$ cat config.mk
export PLATFORM = sky130hd
export DESIGN_NAME = sfr_block
export DESIGN_NICKNAME = d
export VERILOG_FILES = /design/src/rtl/sfr_pkg.sv /design/src/rtl/sfr_addr_dec.sv /design/src/rtl/sfr_bit_cell.sv /design/src/rtl/sfr_id_words.sv /design/src/rtl/sfr_block.sv
export SDC_FILE = /design/constraint.sdc
export NUM_CORES = 1
export LEC_CHECK = 0
export ABC_AREA = 1
export BUFFER_PORTS_ARGS = -buffer_cell sky130_fd_sc_hd__buf_2
export CAP_MARGIN = 20
export CORE_MARGIN = 2
export CORE_UTILIZATION = 45
export CTS_CLUSTER_DIAMETER = 80
export DETAILED_ROUTE_END_ITERATION = 6
export PLACE_DENSITY_LB_ADDON = 0.05
export SYNTH_ARGS = -nofsm -noshare
export SYNTH_HDL_FRONTEND = slang
export SYNTH_HIERARCHICAL = 1
export SYNTH_SLANG_ARGS = --single-unit
$ cat constraint.sdc
create_clock -name clk -period 2.45 [get_ports clk]
set_input_delay 0.1225 -clock clk [delete_from_list [all_inputs] [get_ports clk]]
set_output_delay 0.1225 -clock clk [all_outputs]
set_load 0.02 [all_outputs]
$ cat src/rtl/sfr_pkg.sv
package sfr_pkg;
  localparam int DATA_W = 16;
  localparam int REG_W  = 8;
  localparam int NMI_BIT = 4;
  localparam int WDT_BIT = 0;
  localparam int NWORDS = 4;
  localparam int IDX_W  = $clog2(NWORDS);

  typedef enum logic [IDX_W-1:0] {
    W_IE   = 2'd0,
    W_IFG  = 2'd1,
    W_IDLO = 2'd2,
    W_IDHI = 2'd3
  } word_e;
endpackage

$ cat src/rtl/sfr_addr_dec.sv
module sfr_addr_dec
  import sfr_pkg::*;
#(
  parameter int             WA_W    = 13,
  parameter logic [WA_W-1:0] BASE_WA = '0
) (
  input  logic              en,
  input  logic [WA_W-1:0]   word_addr,
  output logic [NWORDS-1:0] sel
);
  logic hit;

  // Upper address bits must match the base; lower bits pick the word
  assign hit = en && (word_addr[WA_W-1:IDX_W] == BASE_WA[WA_W-1:IDX_W]);

  for (genvar g = 0; g < NWORDS; g++) begin : g_sel
    assign sel[g] = hit && (word_addr[IDX_W-1:0] == IDX_W'(g));
  end
endmodule

$ cat src/rtl/sfr_bit_cell.sv
module sfr_bit_cell (
  input  logic clk,
  input  logic rst_n,
  input  logic set_i,
  input  logic wr_i,
  input  logic d_i,
  output logic q_o
);
  logic q_nxt;
  logic q_en;

  // A hardware set wins over a software write in the same cycle
  always_comb begin
    q_en  = set_i | wr_i;
    q_nxt = set_i ? 1'b1 : d_i;
  end

  always_ff @(posedge clk or negedge rst_n) begin
    if (!rst_n)    q_o <= 1'b0;
    else if (q_en) q_o <= q_nxt;
  end
endmodule

$ cat src/rtl/sfr_id_words.sv
module sfr_id_words
  import sfr_pkg::*;
#(
  parameter logic [2:0] CORE_REV   = 3'd2,
  parameter bit         ASIC_FLAG  = 1'b0,
  parameter logic [4:0] USER_REV   = 5'd7,
  parameter int         PER_BYTES  = 512,
  parameter bit         MPY_EN     = 1'b1,
  parameter int         DMEM_BYTES = 1024,
  parameter int         PMEM_BYTES = 4096
) (
  output logic [DATA_W-1:0] id_lo,
  output logic [DATA_W-1:0] id_hi
);
  localparam int PER_UNITS  = PER_BYTES / 512;
  localparam int DMEM_UNITS = DMEM_BYTES / 128;
  localparam int PMEM_UNITS = PMEM_BYTES / 1024;

  assign id_lo = {USER_REV, ASIC_FLAG, CORE_REV, 7'(PER_UNITS)};
  assign id_hi = {MPY_EN, 6'(PMEM_UNITS), 9'(DMEM_UNITS)};
endmodule

$ cat src/rtl/sfr_block.sv
module sfr_block
  import sfr_pkg::*;
#(
  parameter int         ADDR_W     = 14,
  parameter logic [ADDR_W-1:0] BASE_ADDR = '0,
  parameter bit         NMI_EN     = 1'b1,
  parameter bit         WDT_EN     = 1'b1,
  parameter logic [2:0] CORE_REV   = 3'd2,
  parameter bit         ASIC_FLAG  = 1'b0,
  parameter logic [4:0] USER_REV   = 5'd7,
  parameter int         PER_BYTES  = 512,
  parameter bit         MPY_EN     = 1'b1,
  parameter int         DMEM_BYTES = 1024,
  parameter int         PMEM_BYTES = 4096
) (
  input  logic              clk,
  input  logic              rst_n,
  input  logic              bus_en,
  input  logic [ADDR_W-1:0] bus_addr,
  input  logic [1:0]        bus_we,
  input  logic [DATA_W-1:0] bus_wdata,
  output logic [DATA_W-1:0] bus_rdata,
  input  logic              nmi_evt,
  input  logic              wdt_evt,
  output logic              nmi_irq,
  output logic              wdt_irq
);
  localparam int WA_W = ADDR_W - 1;

  // Reset: asserted asynchronously, released through two flops
  logic [1:0] rst_sync;
  logic       rst_n_s;

  always_ff @(posedge clk or negedge rst_n) begin
    if (!rst_n) rst_sync <= 2'b00;
    else        rst_sync <= {rst_sync[0], 1'b1};
  end
  assign rst_n_s = rst_sync[1];

  // Word decode
  logic [NWORDS-1:0] word_sel;

  sfr_addr_dec #(
    .WA_W    (WA_W),
    .BASE_WA (BASE_ADDR[ADDR_W-1:1])
  ) u_dec (
    .en        (bus_en),
    .word_addr (bus_addr[ADDR_W-1:1]),
    .sel       (word_sel)
  );

  logic wr_ie;
  logic wr_ifg;
  assign wr_ie  = word_sel[W_IE]  & bus_we[0];
  assign wr_ifg = word_sel[W_IFG] & bus_we[0];

  // Enable and flag bits; only the two source positions hold storage
  logic [REG_W-1:0] ie_q;
  logic [REG_W-1:0] ifg_q;

  for (genvar b = 0; b < REG_W; b++) begin : g_bit
    localparam bit IS_NMI  = (b == NMI_BIT);
    localparam bit IS_WDT  = (b == WDT_BIT);
    localparam bit PRESENT = (IS_NMI && NMI_EN) || (IS_WDT && WDT_EN);

    if (PRESENT) begin : g_live
      logic evt;
      assign evt = IS_NMI ? nmi_evt : wdt_evt;

      sfr_bit_cell u_ie (
        .clk   (clk),
        .rst_n (rst_n_s),
        .set_i (1'b0),
        .wr_i  (wr_ie),
        .d_i   (bus_wdata[b]),
        .q_o   (ie_q[b])
      );

      sfr_bit_cell u_ifg (
        .clk   (clk),
        .rst_n (rst_n_s),
        .set_i (evt),
        .wr_i  (wr_ifg),
        .d_i   (bus_wdata[b]),
        .q_o   (ifg_q[b])
      );
    end else begin : g_void
      assign ie_q[b]  = 1'b0;
      assign ifg_q[b] = 1'b0;
    end
  end

  // Identification words
  logic [DATA_W-1:0] id_lo;
  logic [DATA_W-1:0] id_hi;

  sfr_id_words #(
    .CORE_REV   (CORE_REV),
    .ASIC_FLAG  (ASIC_FLAG),
    .USER_REV   (USER_REV),
    .PER_BYTES  (PER_BYTES),
    .MPY_EN     (MPY_EN),
    .DMEM_BYTES (DMEM_BYTES),
    .PMEM_BYTES (PMEM_BYTES)
  ) u_id (
    .id_lo (id_lo),
    .id_hi (id_hi)
  );

  // Read mux: select lines are one-hot or all zero
  always_comb begin
    bus_rdata = '0;
    if (word_sel[W_IE])   bus_rdata = bus_rdata | {{(DATA_W-REG_W){1'b0}}, ie_q};
    if (word_sel[W_IFG])  bus_rdata = bus_rdata | {{(DATA_W-REG_W){1'b0}}, ifg_q};
    if (word_sel[W_IDLO]) bus_rdata = bus_rdata | id_lo;
    if (word_sel[W_IDHI]) bus_rdata = bus_rdata | id_hi;
  end

  assign nmi_irq = ifg_q[NMI_BIT] & ie_q[NMI_BIT];
  assign wdt_irq = ifg_q[WDT_BIT] & ie_q[WDT_BIT];

  logic unused_sink;
  assign unused_sink = ^{bus_addr[0], bus_wdata[15:8], bus_wdata[7:5],
                         bus_wdata[3:1], bus_we[1]};
endmodule

Yosys cells after proc, flatten, opt, wreduce, memory -nomap -nowiden. Cells that the tools add are included. Widths: inputs -> output; s select.

Bits in registers: 6. Output and inout bits: 18.

Bitwise gates (word level): 7. Reductions and logical operators: 7. Equality and inequality tests: 3. Muxes and demuxes: 6.

Operators with widths (number): $mux 16 (1); $mux 14 (1); $logic_not 11->1 (1); $mux 5 (2); $logic_and 1x1->1 (5); $or 5x5->5 (1); $and 1x1->1 (4); $eq 2x2->1 const B (2); $eq 2x1->1 const B (1); $logic_not 2->1 (1); $mux 1 (2); $or 1x1->1 (2).

Logic depth before layout (Yosys ltp).
Depth after elaboration: 8. Gate-level depth with buffers: 10. Depth with buffers taken out: 10.

By module. The synthesis kept the hierarchy.

By module, submodules not included: sfr_block (cells an instance 76, times used 1, area each 376.6 um2); sfr_id_words (cells an instance 34, times used 1, area each 247.7 um2); sfr_bit_cell (cells an instance 6, times used 4, area each 52.6 um2); sfr_addr_dec (cells an instance 22, times used 1, area each 85.1 um2).

Least setup slack after synthesis. No wires, ideal clock.

Path kind: input -> output. Start: in bus_addr[6]. End: out bus_rdata[3]. Data arrival time: 1.051 ns. Setup slack: 1.276 ns. Stages: 8. Path buffers: 2. Required time: 2.328 ns. Path through: or2_0 > nor2_1 > nand2_1 > nor2_1 > buf_6 > buf_12 > nand2_1 > nand2_1.

Elaborated cells between the ends (all ways): 7.

RTL lines: start: declaration (RTL line sfr_block.sv:19) `input logic [ADDR_W-1:0] bus_addr,`; $logic_not 11->1 (RTL line sfr_addr_dec.sv:14) `assign hit = en && (word_addr[WA_W-1:IDX_W] == BASE_WA[WA_W-1:IDX_W]);`; $logic_and 1x1->1 (RTL line sfr_addr_dec.sv:14); $logic_and 1x1->1 (RTL line sfr_addr_dec.sv:17) `assign sel[g] = hit && (word_addr[IDX_W-1:0] == IDX_W'(g));`; named net word_sel[3] (RTL line sfr_block.sv:41) `logic [NWORDS-1:0] word_sel;`; $mux 16 (RTL line sfr_block.sv:116) `if (word_sel[W_IDHI]) bus_rdata = bus_rdata | id_hi;`; end: declaration (RTL line sfr_block.sv:22) `output logic [DATA_W-1:0] bus_rdata,`.

The timed path passes the listed nets, and every way through them passes these cells.

Final worst setup path.
Start: in bus_addr[6]. End: out bus_rdata[0].

Elaborated cells between the ends (all ways): 10.

RTL lines: $logic_not 11->1 (RTL line sfr_addr_dec.sv:14); $logic_and 1x1->1 (RTL line sfr_addr_dec.sv:14); $logic_and 1x1->1 (RTL line sfr_addr_dec.sv:17); named net word_sel[2] (RTL line sfr_block.sv:41); $mux 14 (RTL line sfr_block.sv:115) `if (word_sel[W_IDLO]) bus_rdata = bus_rdata | id_lo;`; $mux 16 (RTL line sfr_block.sv:116).

The timed path passes the listed nets, and every way through them passes these cells.

==> metrics <==
outcome complete, no violations; data arrival time of the worst path 1.27 ns; Crit Reg-Reg Startpoint g_bit[4].g_live.u_ifg/q_o$_DFFE_PN0P_; Max Cap Viol 0; Finished Layout Cells 214; CP most frequent cell nand2_1; Placement Setup Slack 1.06 ns; Core ar. 1940 um^2; setup_tns 0 ns; H-tree levels 1; Worst setup EP type output pin; fin crit period 1.39 ns; Final ANT Viol Nets 0; P&R area growth vs syn 5.85%; WS Path Type in2out; post-synth cell types 11; Vias 780; # rows 16; worst reg2reg setup slack 1.80 ns; Buf/Inv on CP 4; first-pass GRT wire length between 2000 and 2500 um; die height 49.2 um; GP Congestion 0.667; Yosys Warn Count 6; Tot Pwr 223 uW; initial antenna violation count 0; vias in the first global route 642; starting density of the core 0.474; DR WL/cell 6.40 um; ant diodes 0; Slowest-stage cell, CP or2_0; period utilisation layout 0.567; # clock sinks 6; Leak Pwr 0.623 nW; syn_area_per_cell 5.90 um^2; placed cells 210; Final Hold Violating Endpoints 0; DR iter-0 viols 4; root buf cell clkbuf_4; CTS clock-pin slew for the worst setup and hold paths 0.04 ns; number of I/O pins 55; post_cts resized 0; gr usage total 0.121; PnR worst setup slack 1.06 ns; HP Class reg2async; commonest non-fill, non-tap cell in the layout nand2_1; CP delay by family, top simple AND/OR/NAND/NOR gates; clock latency on the worst-skew pair 0.24 ns; Post-Route WL approximately 1400 um; final slew viol count 0; drt pass-1 iters 4; Post CTS Setup Buffer Count 0; synthesized area 920 um^2; peak per-stage delay on the critical path 0.20 ns; port buffer count 30; register area share after synthesis 0.163; Peak VDD IR 0.210 mV; WP data required 2.33 ns; startpoint type of the worst setup path input pin; Critical Path Fanout Max 16; Fmax achieved 0.720 GHz; RSZ-0062 raised after global routing false; reg2reg path depth 2; Cells after Synth 156; crit path cell chain buf_2 > or2_0 > nor2_1 > nand2_1 > nor2_1 > buf_4 > nand2_1 > nand2_1 > inv_1 > nand2_1 > buf_2; DRC viols 0; pin count of the biggest net entering global routing 17; clock skew about 0.00090 ns; grt total ovfl 0; synthesized flop and latch total 6; Via-to-Cell Ratio 3.64; layout cells sized above 1 0.251; CTS buffer count 3; CTS tree built; dpl hpwl ~1200 um; die width 49.2 um; die footprint ~2400 um^2; end of the worst register-to-register path g_bit[4].g_live.u_ifg/q_o$_DFFE_PN0P_; PwrDens roughly 230 nW/um^2; hold slack between 0.06 and 0.07 ns; commonest non-fill, non-tap cells in the layout 68 x nand2_1, 35 x conb_1, 30 x buf_2; hold buffer count at CTS 1; post-layout net count 226; Final setup viols 0; clk buf depth 2
-- final cells by class --
class,count,area (um^2)
sequential,6,150
multi-input combinational,126,520
timing repair buffer,33,175
fill,224,968
clock buffer,3,22.5
tap,27,33.8
inverter,19,71.3
-- layer usage --
layer	track usage	share of wire
met3	0.0184	0.079
met2	0.225	0.49
met1	0.138	0.42
met4	0.0429	0.0044
met5	0	0
-- stage by stage --
stage,cell area (um^2),utilization
2_1_floorplan,1040,-
3_3_place_gp,941,0.485
3_5_place_dp,941,0.485
4_1_cts,973,0.501
5_1_grt,973,0.501
6_report,973,0.501
-- flip-flops by register name, summed over array words and instances (netlist names) --
name,flops
g_bit.g_live.u_ie/q_o,2
rst_sync,2
g_bit.g_live.u_ifg/q_o,2
-- synthesized netlist by cell type --
cell type,n,area (um^2)
conb_1,4,15.0
nand3_2,4,40.0
inv_1,19,71.3
or2_0,1,6.26
nand2_2,8,50.1
buf_6,3,33.8
nand2_1,68,255
nor2_1,10,37.5
buf_12,1,20.0
buf_4,32,240
dfrtp_1,6,150
-- report_power, final --
group,leakage [nW],switching [mW],internal (mW)
sequential,0.0583,0.00147,0.101
clock,0.0138,0.0328,0.0552
combinational,0.551,0.0173,0.0153
total,0.623,0.0516,0.172
-- kinds of logic (layout without fill, tap and decap cells) --
logic type / after synthesis / in the layout / synth area share
buf+inv: 55 / 55 / 0.397
other cells: 4 / 35 / 0.0163
flops: 6 / 6 / 0.163
simple gates: 91 / 91 / 0.423
-- how the worst max path moves through the flow --
stage                     slack (ns)      endpoint  depth (start not counted)   startpoint
final                           1.06  bus_rdata[0]                         11  bus_addr[6]
after global routing            0.91  bus_rdata[0]                         12  bus_addr[8]
after CTS                       1.05  bus_rdata[0]                         11  bus_addr[6]
after detailed placement        1.06  bus_rdata[0]                         11  bus_addr[6]
after global placement          1.04  bus_rdata[0]                         11  bus_addr[6]
after floorplan                 1.28  bus_rdata[3]                          8  bus_addr[6]
-- worst reg2reg max path, stage by stage, from the launching register on --
cell     delay [ns]
dfrtp_1        0.40
nand2_2        0.08
nand3_2        0.05
(Power assumes the default switching activity.)
